File: src/rtl/adcseq_pkg.sv
package adcseq_pkg;
  localparam int unsigned CH_CODE_W = 5;
  typedef enum logic {GRP_REG = 1'b0, GRP_INJ = 1'b1} grp_e;
endpackage

File: src/rtl/adcseq_cfg.sv
module adcseq_cfg #(
  parameter int REG_SLOTS = 16,
  parameter int INJ_SLOTS = 4,
  parameter int CH_W      = 5,
  parameter int RIW       = 4,
  parameter int IIW       = 2
) (
  input  logic                      clk,
  input  logic                      rst_n,
  input  logic                      enable,
  input  logic                      queue_en,
  input  logic                      reg_slot_we,
  input  logic [RIW-1:0]            reg_slot_idx,
  input  logic [CH_W-1:0]           reg_slot_ch,
  input  logic                      reg_len_we,
  input  logic [RIW-1:0]            reg_len_in,
  input  logic                      inj_we,
  input  logic [IIW-1:0]            inj_len_in,
  input  logic [INJ_SLOTS*CH_W-1:0] inj_chs_in,
  input  logic                      reg_busy,
  input  logic                      inj_busy,
  input  logic                      inj_seq_end,
  input  logic [RIW-1:0]            reg_idx,
  input  logic [IIW-1:0]            inj_idx,
  output logic [CH_W-1:0]           reg_ch,
  output logic [CH_W-1:0]           inj_ch,
  output logic [RIW-1:0]            reg_len,
  output logic [IIW-1:0]            inj_len,
  output logic                      illegal_wr
);
  logic [REG_SLOTS-1:0][CH_W-1:0] reg_tab_q, reg_tab_d;
  logic [INJ_SLOTS-1:0][CH_W-1:0] inj_tab_q, inj_tab_d;
  logic [INJ_SLOTS-1:0][CH_W-1:0] ctx_tab_q, ctx_tab_d;
  logic [RIW-1:0] reg_len_q, reg_len_d;
  logic [IIW-1:0] inj_len_q, inj_len_d, ctx_len_q, ctx_len_d;
  logic ctx_vld_q, ctx_vld_d, bad_q, bad_d;
  logic ctx_hold, inj_direct, bad_set;

  always_comb begin
    reg_tab_d  = reg_tab_q;
    reg_len_d  = reg_len_q;
    inj_tab_d  = inj_tab_q;
    inj_len_d  = inj_len_q;
    ctx_tab_d  = ctx_tab_q;
    ctx_len_d  = ctx_len_q;
    ctx_vld_d  = ctx_vld_q;
    ctx_hold   = inj_we && inj_busy && queue_en && !inj_seq_end;
    inj_direct = inj_we && !ctx_hold;
    bad_set    = ((reg_slot_we || reg_len_we) && reg_busy) ||
                 (inj_we && inj_busy && !queue_en);
    bad_d      = bad_q || (enable && bad_set);
    if (reg_slot_we) reg_tab_d[reg_slot_idx] = reg_slot_ch;
    if (reg_len_we)  reg_len_d = reg_len_in;
    if (inj_direct) begin
      inj_tab_d = inj_chs_in;
      inj_len_d = inj_len_in;
    end else if (inj_seq_end && ctx_vld_q) begin
      inj_tab_d = ctx_tab_q;
      inj_len_d = ctx_len_q;
    end
    if (ctx_hold) begin
      ctx_vld_d = 1'b1;
      ctx_tab_d = inj_chs_in;
      ctx_len_d = inj_len_in;
    end else if (inj_seq_end) begin
      ctx_vld_d = 1'b0;
    end
    if (!enable) begin
      ctx_vld_d = 1'b0;
      bad_d     = 1'b0;
    end
  end

  always_ff @(posedge clk or negedge rst_n) begin
    if (!rst_n) begin
      reg_tab_q <= '0;
      reg_len_q <= '0;
      inj_tab_q <= '0;
      inj_len_q <= '0;
      ctx_tab_q <= '0;
      ctx_len_q <= '0;
      ctx_vld_q <= 1'b0;
      bad_q     <= 1'b0;
    end else begin
      reg_tab_q <= reg_tab_d;
      reg_len_q <= reg_len_d;
      inj_tab_q <= inj_tab_d;
      inj_len_q <= inj_len_d;
      ctx_tab_q <= ctx_tab_d;
      ctx_len_q <= ctx_len_d;
      ctx_vld_q <= ctx_vld_d;
      bad_q     <= bad_d;
    end
  end

  assign reg_ch     = reg_tab_q[reg_idx];
  assign inj_ch     = inj_tab_q[inj_idx];
  assign reg_len    = reg_len_q;
  assign inj_len    = inj_len_q;
  assign illegal_wr = bad_q;

  // a regular write during a run raises the flag
  p_reg_write_flag_r6: assert property (@(posedge clk) disable iff (!rst_n)
    (enable && reg_busy && (reg_slot_we || reg_len_we)) |=> illegal_wr);
  // the flag is sticky while enabled
  p_flag_sticky_r6: assert property (@(posedge clk) disable iff (!rst_n)
    (enable && illegal_wr) |=> illegal_wr);
  // a queued injected write never raises the flag
  p_queue_quiet_r8: assert property (@(posedge clk) disable iff (!rst_n)
    (enable && !illegal_wr && inj_we && queue_en &&
     !(reg_busy && (reg_slot_we || reg_len_we))) |=> !illegal_wr);
  // a held context leaves the running injected list untouched
  p_ctx_held_r8: assert property (@(posedge clk) disable iff (!rst_n)
    (inj_we && inj_busy && queue_en && !inj_seq_end) |=> $stable(inj_len));
endmodule

File: src/rtl/adcseq_engine.sv
module adcseq_engine
  import adcseq_pkg::*;
#(
  parameter int CH_W = 5,
  parameter int RIW  = 4,
  parameter int IIW  = 2
) (
  input  logic            clk,
  input  logic            rst_n,
  input  logic            enable,
  input  logic            reg_start,
  input  logic            reg_stop,
  input  logic            inj_start,
  input  logic            conv_done,
  input  logic [CH_W-1:0] reg_ch,
  input  logic [CH_W-1:0] inj_ch,
  input  logic [RIW-1:0]  reg_len,
  input  logic [IIW-1:0]  inj_len,
  output logic [RIW-1:0]  reg_idx,
  output logic [IIW-1:0]  inj_idx,
  output logic            inj_seq_end,
  output logic            reg_busy,
  output logic            inj_busy,
  output logic            conv_start,
  output logic [CH_W-1:0] conv_ch,
  output logic            res_valid,
  output logic            res_inj,
  output logic [RIW-1:0]  res_slot,
  output logic            reg_eoc,
  output logic            reg_eos,
  output logic            inj_eoc,
  output logic            inj_eos
);
  logic           reg_busy_q, reg_busy_d, inj_busy_q, inj_busy_d;
  logic [RIW-1:0] reg_idx_q, reg_idx_d, fl_slot_q, fl_slot_d, res_slot_q, res_slot_d;
  logic [IIW-1:0] inj_idx_q, inj_idx_d;
  logic           flight_q, flight_d, fl_stale_q, fl_stale_d;
  grp_e           fl_grp_q, fl_grp_d, res_grp_q, res_grp_d;
  logic [CH_W-1:0] conv_ch_q, conv_ch_d;
  logic           start_q, start_d, rvalid_q, rvalid_d;
  logic           reoc_q, reoc_d, reos_q, reos_d, ieoc_q, ieoc_d, ieos_q, ieos_d;
  logic           accept, issue, seq_end;

  always_comb begin
    reg_busy_d = reg_busy_q;
    inj_busy_d = inj_busy_q;
    reg_idx_d  = reg_idx_q;
    inj_idx_d  = inj_idx_q;
    flight_d   = flight_q;
    fl_grp_d   = fl_grp_q;
    fl_slot_d  = fl_slot_q;
    fl_stale_d = fl_stale_q;
    conv_ch_d  = conv_ch_q;
    start_d    = 1'b0;
    rvalid_d   = 1'b0;
    res_grp_d  = res_grp_q;
    res_slot_d = res_slot_q;
    reoc_d     = 1'b0;
    reos_d     = 1'b0;
    ieoc_d     = 1'b0;
    ieos_d     = 1'b0;
    seq_end    = 1'b0;
    accept     = flight_q && conv_done;
    issue      = !flight_q && (inj_busy_q || reg_busy_q);

    if (accept) begin
      flight_d   = 1'b0;
      fl_stale_d = 1'b0;
      rvalid_d   = 1'b1;
      res_grp_d  = fl_grp_q;
      res_slot_d = fl_slot_q;
      if (fl_grp_q == GRP_INJ) begin
        ieoc_d = 1'b1;
        if (inj_idx_q == inj_len) begin
          ieos_d     = 1'b1;
          inj_busy_d = 1'b0;
          inj_idx_d  = '0;
          seq_end    = 1'b1;
        end else begin
          inj_idx_d = inj_idx_q + IIW'(1);
        end
      end else begin
        reoc_d = 1'b1;
        if (reg_busy_q && !fl_stale_q) begin
          if (reg_idx_q == reg_len) begin
            reos_d     = 1'b1;
            reg_busy_d = 1'b0;
            reg_idx_d  = '0;
          end else begin
            reg_idx_d = reg_idx_q + RIW'(1);
          end
        end
      end
    end

    if (issue) begin
      flight_d = 1'b1;
      start_d  = 1'b1;
      if (inj_busy_q) begin
        fl_grp_d  = GRP_INJ;
        fl_slot_d = RIW'(inj_idx_q);
        conv_ch_d = inj_ch;
      end else begin
        fl_grp_d  = GRP_REG;
        fl_slot_d = reg_idx_q;
        conv_ch_d = reg_ch;
      end
    end

    if (inj_start && !inj_busy_q) inj_busy_d = 1'b1;
    if (reg_start && !reg_busy_q) reg_busy_d = 1'b1;
    if (reg_stop) begin
      reg_busy_d = 1'b0;
      reg_idx_d  = '0;
      if (flight_q && (fl_grp_q == GRP_REG) && !accept) fl_stale_d = 1'b1;
    end

    if (!enable) begin
      reg_busy_d = 1'b0;
      inj_busy_d = 1'b0;
      reg_idx_d  = '0;
      inj_idx_d  = '0;
      flight_d   = 1'b0;
      fl_stale_d = 1'b0;
      start_d    = 1'b0;
      rvalid_d   = 1'b0;
      reoc_d     = 1'b0;
      reos_d     = 1'b0;
      ieoc_d     = 1'b0;
      ieos_d     = 1'b0;
      seq_end    = 1'b0;
    end
  end

  always_ff @(posedge clk or negedge rst_n) begin
    if (!rst_n) begin
      reg_busy_q <= 1'b0;
      inj_busy_q <= 1'b0;
      reg_idx_q  <= '0;
      inj_idx_q  <= '0;
      flight_q   <= 1'b0;
      fl_grp_q   <= GRP_REG;
      fl_slot_q  <= '0;
      fl_stale_q <= 1'b0;
      conv_ch_q  <= '0;
      start_q    <= 1'b0;
      rvalid_q   <= 1'b0;
      res_grp_q  <= GRP_REG;
      res_slot_q <= '0;
      reoc_q     <= 1'b0;
      reos_q     <= 1'b0;
      ieoc_q     <= 1'b0;
      ieos_q     <= 1'b0;
    end else begin
      reg_busy_q <= reg_busy_d;
      inj_busy_q <= inj_busy_d;
      reg_idx_q  <= reg_idx_d;
      inj_idx_q  <= inj_idx_d;
      flight_q   <= flight_d;
      fl_grp_q   <= fl_grp_d;
      fl_slot_q  <= fl_slot_d;
      fl_stale_q <= fl_stale_d;
      conv_ch_q  <= conv_ch_d;
      start_q    <= start_d;
      rvalid_q   <= rvalid_d;
      res_grp_q  <= res_grp_d;
      res_slot_q <= res_slot_d;
      reoc_q     <= reoc_d;
      reos_q     <= reos_d;
      ieoc_q     <= ieoc_d;
      ieos_q     <= ieos_d;
    end
  end

  assign reg_idx     = reg_idx_q;
  assign inj_idx     = inj_idx_q;
  assign inj_seq_end = seq_end;
  assign reg_busy    = reg_busy_q;
  assign inj_busy    = inj_busy_q;
  assign conv_start  = start_q;
  assign conv_ch     = conv_ch_q;
  assign res_valid   = rvalid_q;
  assign res_inj     = (res_grp_q == GRP_INJ);
  assign res_slot    = res_slot_q;
  assign reg_eoc     = reoc_q;
  assign reg_eos     = reos_q;
  assign inj_eoc     = ieoc_q;
  assign inj_eos     = ieos_q;

  // the start strobe lasts a single cycle
  p_start_pulse_r2: assert property (@(posedge clk) disable iff (!rst_n)
    conv_start |=> !conv_start);
  // the channel holds while a conversion is outstanding
  p_ch_hold_r2: assert property (@(posedge clk) disable iff (!rst_n)
    (enable && flight_q && !conv_done) |=> $stable(conv_ch));
  // an end-of-sequence flag always comes with its end-of-conversion flag
  p_eos_has_eoc_r4: assert property (@(posedge clk) disable iff (!rst_n)
    (reg_eos |-> reg_eoc) and (inj_eos |-> inj_eoc));
  // a waiting injected list takes the next conversion
  p_inj_first_r5: assert property (@(posedge clk) disable iff (!rst_n)
    (enable && res_valid && !res_inj && inj_busy) |=> (conv_start && fl_grp_q == GRP_INJ));
  // disabling idles the sequencer
  p_off_idle_r9: assert property (@(posedge clk) disable iff (!rst_n)
    !enable |=> (!reg_busy && !inj_busy && !conv_start && !res_valid));
endmodule

File: src/rtl/adc_seq_ctrl.sv
module adc_seq_ctrl #(
  parameter int REG_SLOTS = 16,
  parameter int INJ_SLOTS = 4,
  parameter int CH_W      = adcseq_pkg::CH_CODE_W
) (
  input  logic                          clk,
  input  logic                          rst_n,
  input  logic                          enable,
  input  logic                          queue_en,
  input  logic                          reg_slot_we,
  input  logic [$clog2(REG_SLOTS)-1:0]  reg_slot_idx,
  input  logic [CH_W-1:0]               reg_slot_ch,
  input  logic                          reg_len_we,
  input  logic [$clog2(REG_SLOTS)-1:0]  reg_len_in,
  input  logic                          inj_we,
  input  logic [$clog2(INJ_SLOTS)-1:0]  inj_len_in,
  input  logic [INJ_SLOTS*CH_W-1:0]     inj_chs_in,
  input  logic                          reg_start,
  input  logic                          reg_stop,
  input  logic                          inj_start,
  input  logic                          conv_done,
  output logic                          conv_start,
  output logic [CH_W-1:0]               conv_ch,
  output logic                          res_valid,
  output logic                          res_inj,
  output logic [$clog2(REG_SLOTS)-1:0]  res_slot,
  output logic                          reg_eoc,
  output logic                          reg_eos,
  output logic                          inj_eoc,
  output logic                          inj_eos,
  output logic                          reg_busy,
  output logic                          inj_busy,
  output logic                          illegal_wr
);
  localparam int RIW = $clog2(REG_SLOTS);
  localparam int IIW = $clog2(INJ_SLOTS);

  logic [1:0]      rst_pipe;
  logic            rst_n_i;
  logic [RIW-1:0]  reg_idx, reg_len;
  logic [IIW-1:0]  inj_idx, inj_len;
  logic [CH_W-1:0] reg_ch, inj_ch;
  logic            seq_end;

  always_ff @(posedge clk or negedge rst_n) begin
    if (!rst_n) rst_pipe <= 2'b00;
    else        rst_pipe <= {rst_pipe[0], 1'b1};
  end
  assign rst_n_i = rst_pipe[1];

  adcseq_cfg #(
    .REG_SLOTS(REG_SLOTS), .INJ_SLOTS(INJ_SLOTS), .CH_W(CH_W), .RIW(RIW), .IIW(IIW)
  ) u_cfg (
    .clk(clk), .rst_n(rst_n_i), .enable(enable), .queue_en(queue_en),
    .reg_slot_we(reg_slot_we), .reg_slot_idx(reg_slot_idx), .reg_slot_ch(reg_slot_ch),
    .reg_len_we(reg_len_we), .reg_len_in(reg_len_in),
    .inj_we(inj_we), .inj_len_in(inj_len_in), .inj_chs_in(inj_chs_in),
    .reg_busy(reg_busy), .inj_busy(inj_busy), .inj_seq_end(seq_end),
    .reg_idx(reg_idx), .inj_idx(inj_idx),
    .reg_ch(reg_ch), .inj_ch(inj_ch), .reg_len(reg_len), .inj_len(inj_len),
    .illegal_wr(illegal_wr)
  );

  adcseq_engine #(.CH_W(CH_W), .RIW(RIW), .IIW(IIW)) u_eng (
    .clk(clk), .rst_n(rst_n_i), .enable(enable),
    .reg_start(reg_start), .reg_stop(reg_stop), .inj_start(inj_start),
    .conv_done(conv_done), .reg_ch(reg_ch), .inj_ch(inj_ch),
    .reg_len(reg_len), .inj_len(inj_len),
    .reg_idx(reg_idx), .inj_idx(inj_idx), .inj_seq_end(seq_end),
    .reg_busy(reg_busy), .inj_busy(inj_busy),
    .conv_start(conv_start), .conv_ch(conv_ch),
    .res_valid(res_valid), .res_inj(res_inj), .res_slot(res_slot),
    .reg_eoc(reg_eoc), .reg_eos(reg_eos), .inj_eoc(inj_eoc), .inj_eos(inj_eos)
  );
endmodule

File: config.mk
export PLATFORM = sky130hd
export DESIGN_NAME = adc_seq_ctrl
export DESIGN_NICKNAME = d
export VERILOG_FILES = /design/src/rtl/adcseq_pkg.sv /design/src/rtl/adcseq_cfg.sv /design/src/rtl/adcseq_engine.sv /design/src/rtl/adc_seq_ctrl.sv
export SDC_FILE = /design/constraint.sdc
export NUM_CORES = 1
export LEC_CHECK = 0
export ABC_AREA = 1
export ABC_CLOCK_PERIOD_IN_PS = 15800
export BUFFER_PORTS_ARGS = -buffer_cell sky130_fd_sc_hd__buf_2
export CAP_MARGIN = 20
export CORE_MARGIN = 2
export CORE_UTILIZATION = 51
export DETAILED_ROUTE_END_ITERATION = 16
export PLACE_DENSITY_LB_ADDON = 0.05
export SLEW_MARGIN = 10
export SYNTH_ARGS = -nofsm -noshare
export SYNTH_HDL_FRONTEND = slang
export SYNTH_SLANG_ARGS = --single-unit
export TNS_END_PERCENT = 20
File: constraint.sdc
create_clock -name clk -period 15.8 [get_ports clk]
set_clock_uncertainty 0.2 [all_clocks]
set_input_delay 0.79 -clock clk [delete_from_list [all_inputs] [get_ports clk]]
set_output_delay 0.79 -clock clk [all_outputs]
set_load 0.02 [all_outputs]
==> out/summary.json <==
{
  "outcome": {"value": "finished clean"},
  "route.detailed.vias_per_inst": {"value": 5.45},
  "worstPathArrival": {"value": 3270, "unit": "ps"},
  "cts_setup_buffers": {"value": 0},
  "finish.net_count": {"value": 1013},
  "number_of_endpoints_failing_setup_at_the_final_stage": {"value": 0},
  "io-pin-count": {"value": 65},
  "grt_resource_usage_total": {"value": 24.3, "unit": "%"},
  "p_per_area": {"value": 134, "unit": "mW/mm2"},
  "placementRows": {"value": 44},
  "final_hold_viol_count": {"value": 0},
  "path_class": {"value": "flip-flop to flip-flop"},
  "post-route-period-util": {"value": 20.1, "unit": "%"},
  "critical_path_required_time": {"value": 15900, "unit": "ps"},
  "grt_ovf": {"value": 0},
  "synthesis.area": {"value": 0.00760, "unit": "mm2"},
  "rsz0062_at_grt": {"value": "no"},
  "fin_tns_setup": {"value": 0, "unit": "ps"},
  "cts_hold_buffers": {"value": 1},
  "pwr-share-clk": {"value": 39.6, "unit": "%"},
  "cpMaxStageDelayCell": {"value": "sky130_fd_sc_hd__nor2_4"},
  "net_switching_share_of_the_total_power": {"value": 27.0, "unit": "%"},
  "layout_setup_ws": {"value": 12630, "unit": "ps"},
  "clkSlewWorstSetupHoldPaths": {"value": 60, "unit": "ps"},
  "leakagePower": {"value": 4.30, "unit": "nW"},
  "yosysSeqAreaShare": {"value": 53.7, "unit": "%"},
  "end_kind": {"value": "flip-flop"},
  "number_of_instances_in_the_placed_design": {"value": 1129},
  "first_pass_grt_wire_length": {"value": 30.8, "unit": "mm"},
  "worstSetupStartpointType": {"value": "flip-flop"},
  "cts_sink_cnt": {"value": 163},
  "max_cap_viol_count": {"value": 0},
  "max_stage_delay": {"value": 640, "unit": "ps"},
  "postLayoutCoreUtil": {"value": 59.7, "unit": "%"},
  "placement.io_buffers": {"value": 64},
  "antenna_left": {"value": 0},
  "drcViolationCount": {"value": 0},
  "synthesis.yosys.warnings": {"value": 0},
  "synthToLayoutAreaGrowth": {"value": 14.2, "unit": "%"},
  "seqCellArea": {"value": 0.00408, "unit": "mm2"},
  "final_layout_size_suffix_gt1_share": {"value": 12.4, "unit": "%"},
  "clock_tree.htree_level_count": {"value": 4},
  "routed-via-count": {"value": 6339},
  "layout_common_cells": {"value": "sky130_fd_sc_hd__nand2_1 (237), sky130_fd_sc_hd__dfrtp_1 (162), sky130_fd_sc_hd__nand3_1 (137)"},
  "fmax": {"value": 0.315, "unit": "GHz"},
  "first_global_vias": {"value": 6037},
  "tightest_slew": {"value": 916, "unit": "ps"},
  "r2r_cells": {"value": 9},
  "register_to_register_setup_slack": {"value": 12630, "unit": "ps"},
  "crit-reg2reg-launch": {"value": "u_eng.flight_q"},
  "antenna_found_initial": {"value": 0},
  "cells_along_the_critical_path": {"value": "nand2_2 -> inv_2 -> nand2_2 -> nor2_4 -> nand3_2 -> nor2_4 -> inv_1 -> nand3_1 -> nand3_1"},
  "synth.net_count": {"value": 969},
  "timing.critical_path.max_delay_family": {"value": "simple AND/OR/NAND/NOR gates"},
  "routedWlPerCell": {"value": 15.9, "unit": "um"},
  "clk_path_buf_depth": {"value": 2},
  "final_max_slew_viol_count": {"value": 0},
  "crit-reg2reg-capture": {"value": "u_cfg.inj_tab_q[17]"},
  "post_detailed_placement_half_perimeter_wirelength": {"value": 12.2, "unit": "mm"},
  "netsw": {"value": 0.314, "unit": "mW"},
  "grt_max_degree": {"value": 74},
  "postCtsResizedCells": {"value": 0},
  "ir_drop": {"value": 85.1, "unit": "uV"},
  "syn-mean-instance-area": {"value": 8.24, "unit": "um2"},
  "relSlewSlack": {"value": 39.0, "unit": "%"},
  "chipHeight": {"value": 126, "unit": "um"},
  "dr.pass1.iters": {"value": 5},
  "die_width": {"value": 126, "unit": "um"},
  "core_area": {"value": 0.0145, "unit": "mm2"},
  "critical_path.max_fanout": {"value": 23},
  "synthCells": {"value": 922},
  "initial_core_util": {"value": 52.3, "unit": "%"},
  "sequential_cell_fraction_of_total_power": {"value": 45.9, "unit": "%"},
  "synth.ff_latch_count": {"value": 163},
  "die-area": {"value": 0.0159, "unit": "mm2"},
  "cts_root_buffer": {"value": "sky130_fd_sc_hd__clkbuf_16"},
  "tritoncts": {"value": "done"},
  "power_report.internal_total": {"value": 0.847, "unit": "mW"},
  "commonest_non_fill_non_tap_cell_in_the_layout": {"value": "sky130_fd_sc_hd__nand2_1"},
  "timing.hold.worst.class": {"value": "flip-flop to async pin"},
  "final-instance-count-excl-fill": {"value": 1163},
  "fillCellCount": {"value": 1296},
  "antenna_cells_inserted": {"value": 0},
  "preCtsSetupSlack": {"value": 12200, "unit": "ps"},
  "tritoncts.num_buffers": {"value": 17},
  "critical_path_buf_inv_count": {"value": 2},
  "clock_insertion_delay_worst_skew": {"value": 430, "unit": "ps"},
  "routed_wirelength": {"value": 18.5, "unit": "mm"},
  "post_synth_num_cell_types": {"value": 34},
  "multi_input_area": {"value": 0.00301, "unit": "mm2"},
  "place.gp.congestion": {"value": 0.900},
  "finalCriticalPeriod": {"value": 3170, "unit": "ps"},
  "drt_iter0_markers": {"value": 610},
  "pwr-share-comb": {"value": 14.5, "unit": "%"}
}
cells by family after synthesis:
| family | after synthesis | synth area share [%] |
|---|---|---|
| flip-flops | 163 | 53.7 |
| AND/OR/NAND/NOR | 468 | 27.0 |
| other | 1 | 0.0493 |
| adder cells (fa/ha/maj) | 1 | 0.165 |
| AO/OA/AOI/OAI | 159 | 10.9 |
| buffers and inverters | 118 | 6.75 |
| XOR/XNOR | 8 | 0.922 |
| multiplexers | 4 | 0.593 |
worst register-to-register path, cell delays in order, from the launching register on:
cell	delay (ps)
sky130_fd_sc_hd__dfrtp_1	420
sky130_fd_sc_hd__nand2_2	180
sky130_fd_sc_hd__inv_2	110
sky130_fd_sc_hd__nand2_2	90
sky130_fd_sc_hd__nor2_4	130
sky130_fd_sc_hd__nand3_2	460
sky130_fd_sc_hd__nor2_4	650
sky130_fd_sc_hd__inv_1	490
sky130_fd_sc_hd__nand3_1	230
sky130_fd_sc_hd__nand3_1	80
worst max path at each step:
stage               cells past startpoint           start  slack (ps)             endpoint
CTS                                     9  u_eng.flight_q       12600  u_cfg.inj_tab_q[12]
finish                                  9  u_eng.flight_q       12630  u_cfg.inj_tab_q[17]
floorplan                               0     rst_pipe[1]       10720   u_cfg.ctx_len_q[0]
detailed placement                     10       conv_done       12200  u_cfg.inj_tab_q[17]
global route                            9  u_eng.flight_q       12360   u_cfg.inj_tab_q[7]
global placement                       10       conv_done       12360     u_cfg.inj_len[0]
registers in the layout (all words and copies together) (netlist names), 2 cells and up:
name	flops
u_cfg.inj_len	2
u_eng.conv_ch	5
u_cfg.reg_len	4
u_eng.fl_slot_q	4
u_cfg.ctx_tab_q	20
u_cfg.reg_tab_q	80
u_cfg.ctx_len_q	2
rst_pipe	2
u_cfg.inj_tab_q	20
u_eng.res_slot	4
u_eng.reg_idx	4
u_eng.inj_idx	2
cell usage after synthesis (all sizes together):
| library cell | instances | area (um2) |
|---|---|---|
| mux2 | 4 | 45.0 |
| o211ai | 11 | 82.6 |
| conb | 1 | 3.75 |
| nor2 | 78 | 310 |
| nand3b | 1 | 7.51 |
| clkinv | 2 | 7.51 |
| nand3 | 138 | 696 |
| buf | 22 | 153 |
| inv | 70 | 263 |
| nor4 | 2 | 42.5 |
| a21oi | 9 | 45.0 |
| nor3 | 4 | 25.0 |
| o22ai | 2 | 12.5 |
| or2 | 3 | 18.8 |
| nand4 | 1 | 6.26 |
| o31ai | 1 | 7.51 |
| nand2 | 241 | 942 |
| clkbuf | 24 | 90.1 |
| xor2 | 6 | 52.6 |
| dfrtp | 163 | 4080 |
| xnor2 | 2 | 17.5 |
| ha | 1 | 12.5 |
| o21ai | 136 | 681 |
stage by stage:
stage | power, mW | area, um2 | hold WS (ps)
after floorplan | 0.651 | 7600 | 131
after global placement | 0.698 | 7940 | 57.0
after detailed placement | 0.706 | 7970 | 61.1
after CTS | 1.17 | 8650 | 69.2
after global routing | 1.22 | 8680 | 92.7
final | 1.16 | 8680 | 49.1
final cells by class:
class                      count  share of cell area, %
inverter                      72                   3.11
clock buffer                  21                   5.42
tap                          184                   2.65
timing repair buffer          71                   4.79
multi-input combinational    641                   34.7
sequential                   163                   47.1
clock inverter                11                   2.31
power groups by stage:
stage	sequential [mW]	combinational, mW	clock, mW
5_1_grt	0.542	0.194	0.485
2_1_floorplan	0.543	0.108	0
3_3_place_gp	0.537	0.161	0
3_5_place_dp	0.538	0.167	0
6_report	0.533	0.168	0.460
4_1_cts	0.532	0.169	0.467
per-layer routing:
layer | vias to the layer above | wire (um) | global-route usage [%]
met5 | - | 0 | 0
met4 | 0 | 185 | 5.88
met2 | 188 | 8550 | 37.3
li1 | 3093 | - | -
met3 | 17 | 1070 | 5.31
met1 | 3041 | 8670 | 35.5
(Power assumes the default switching activity.)
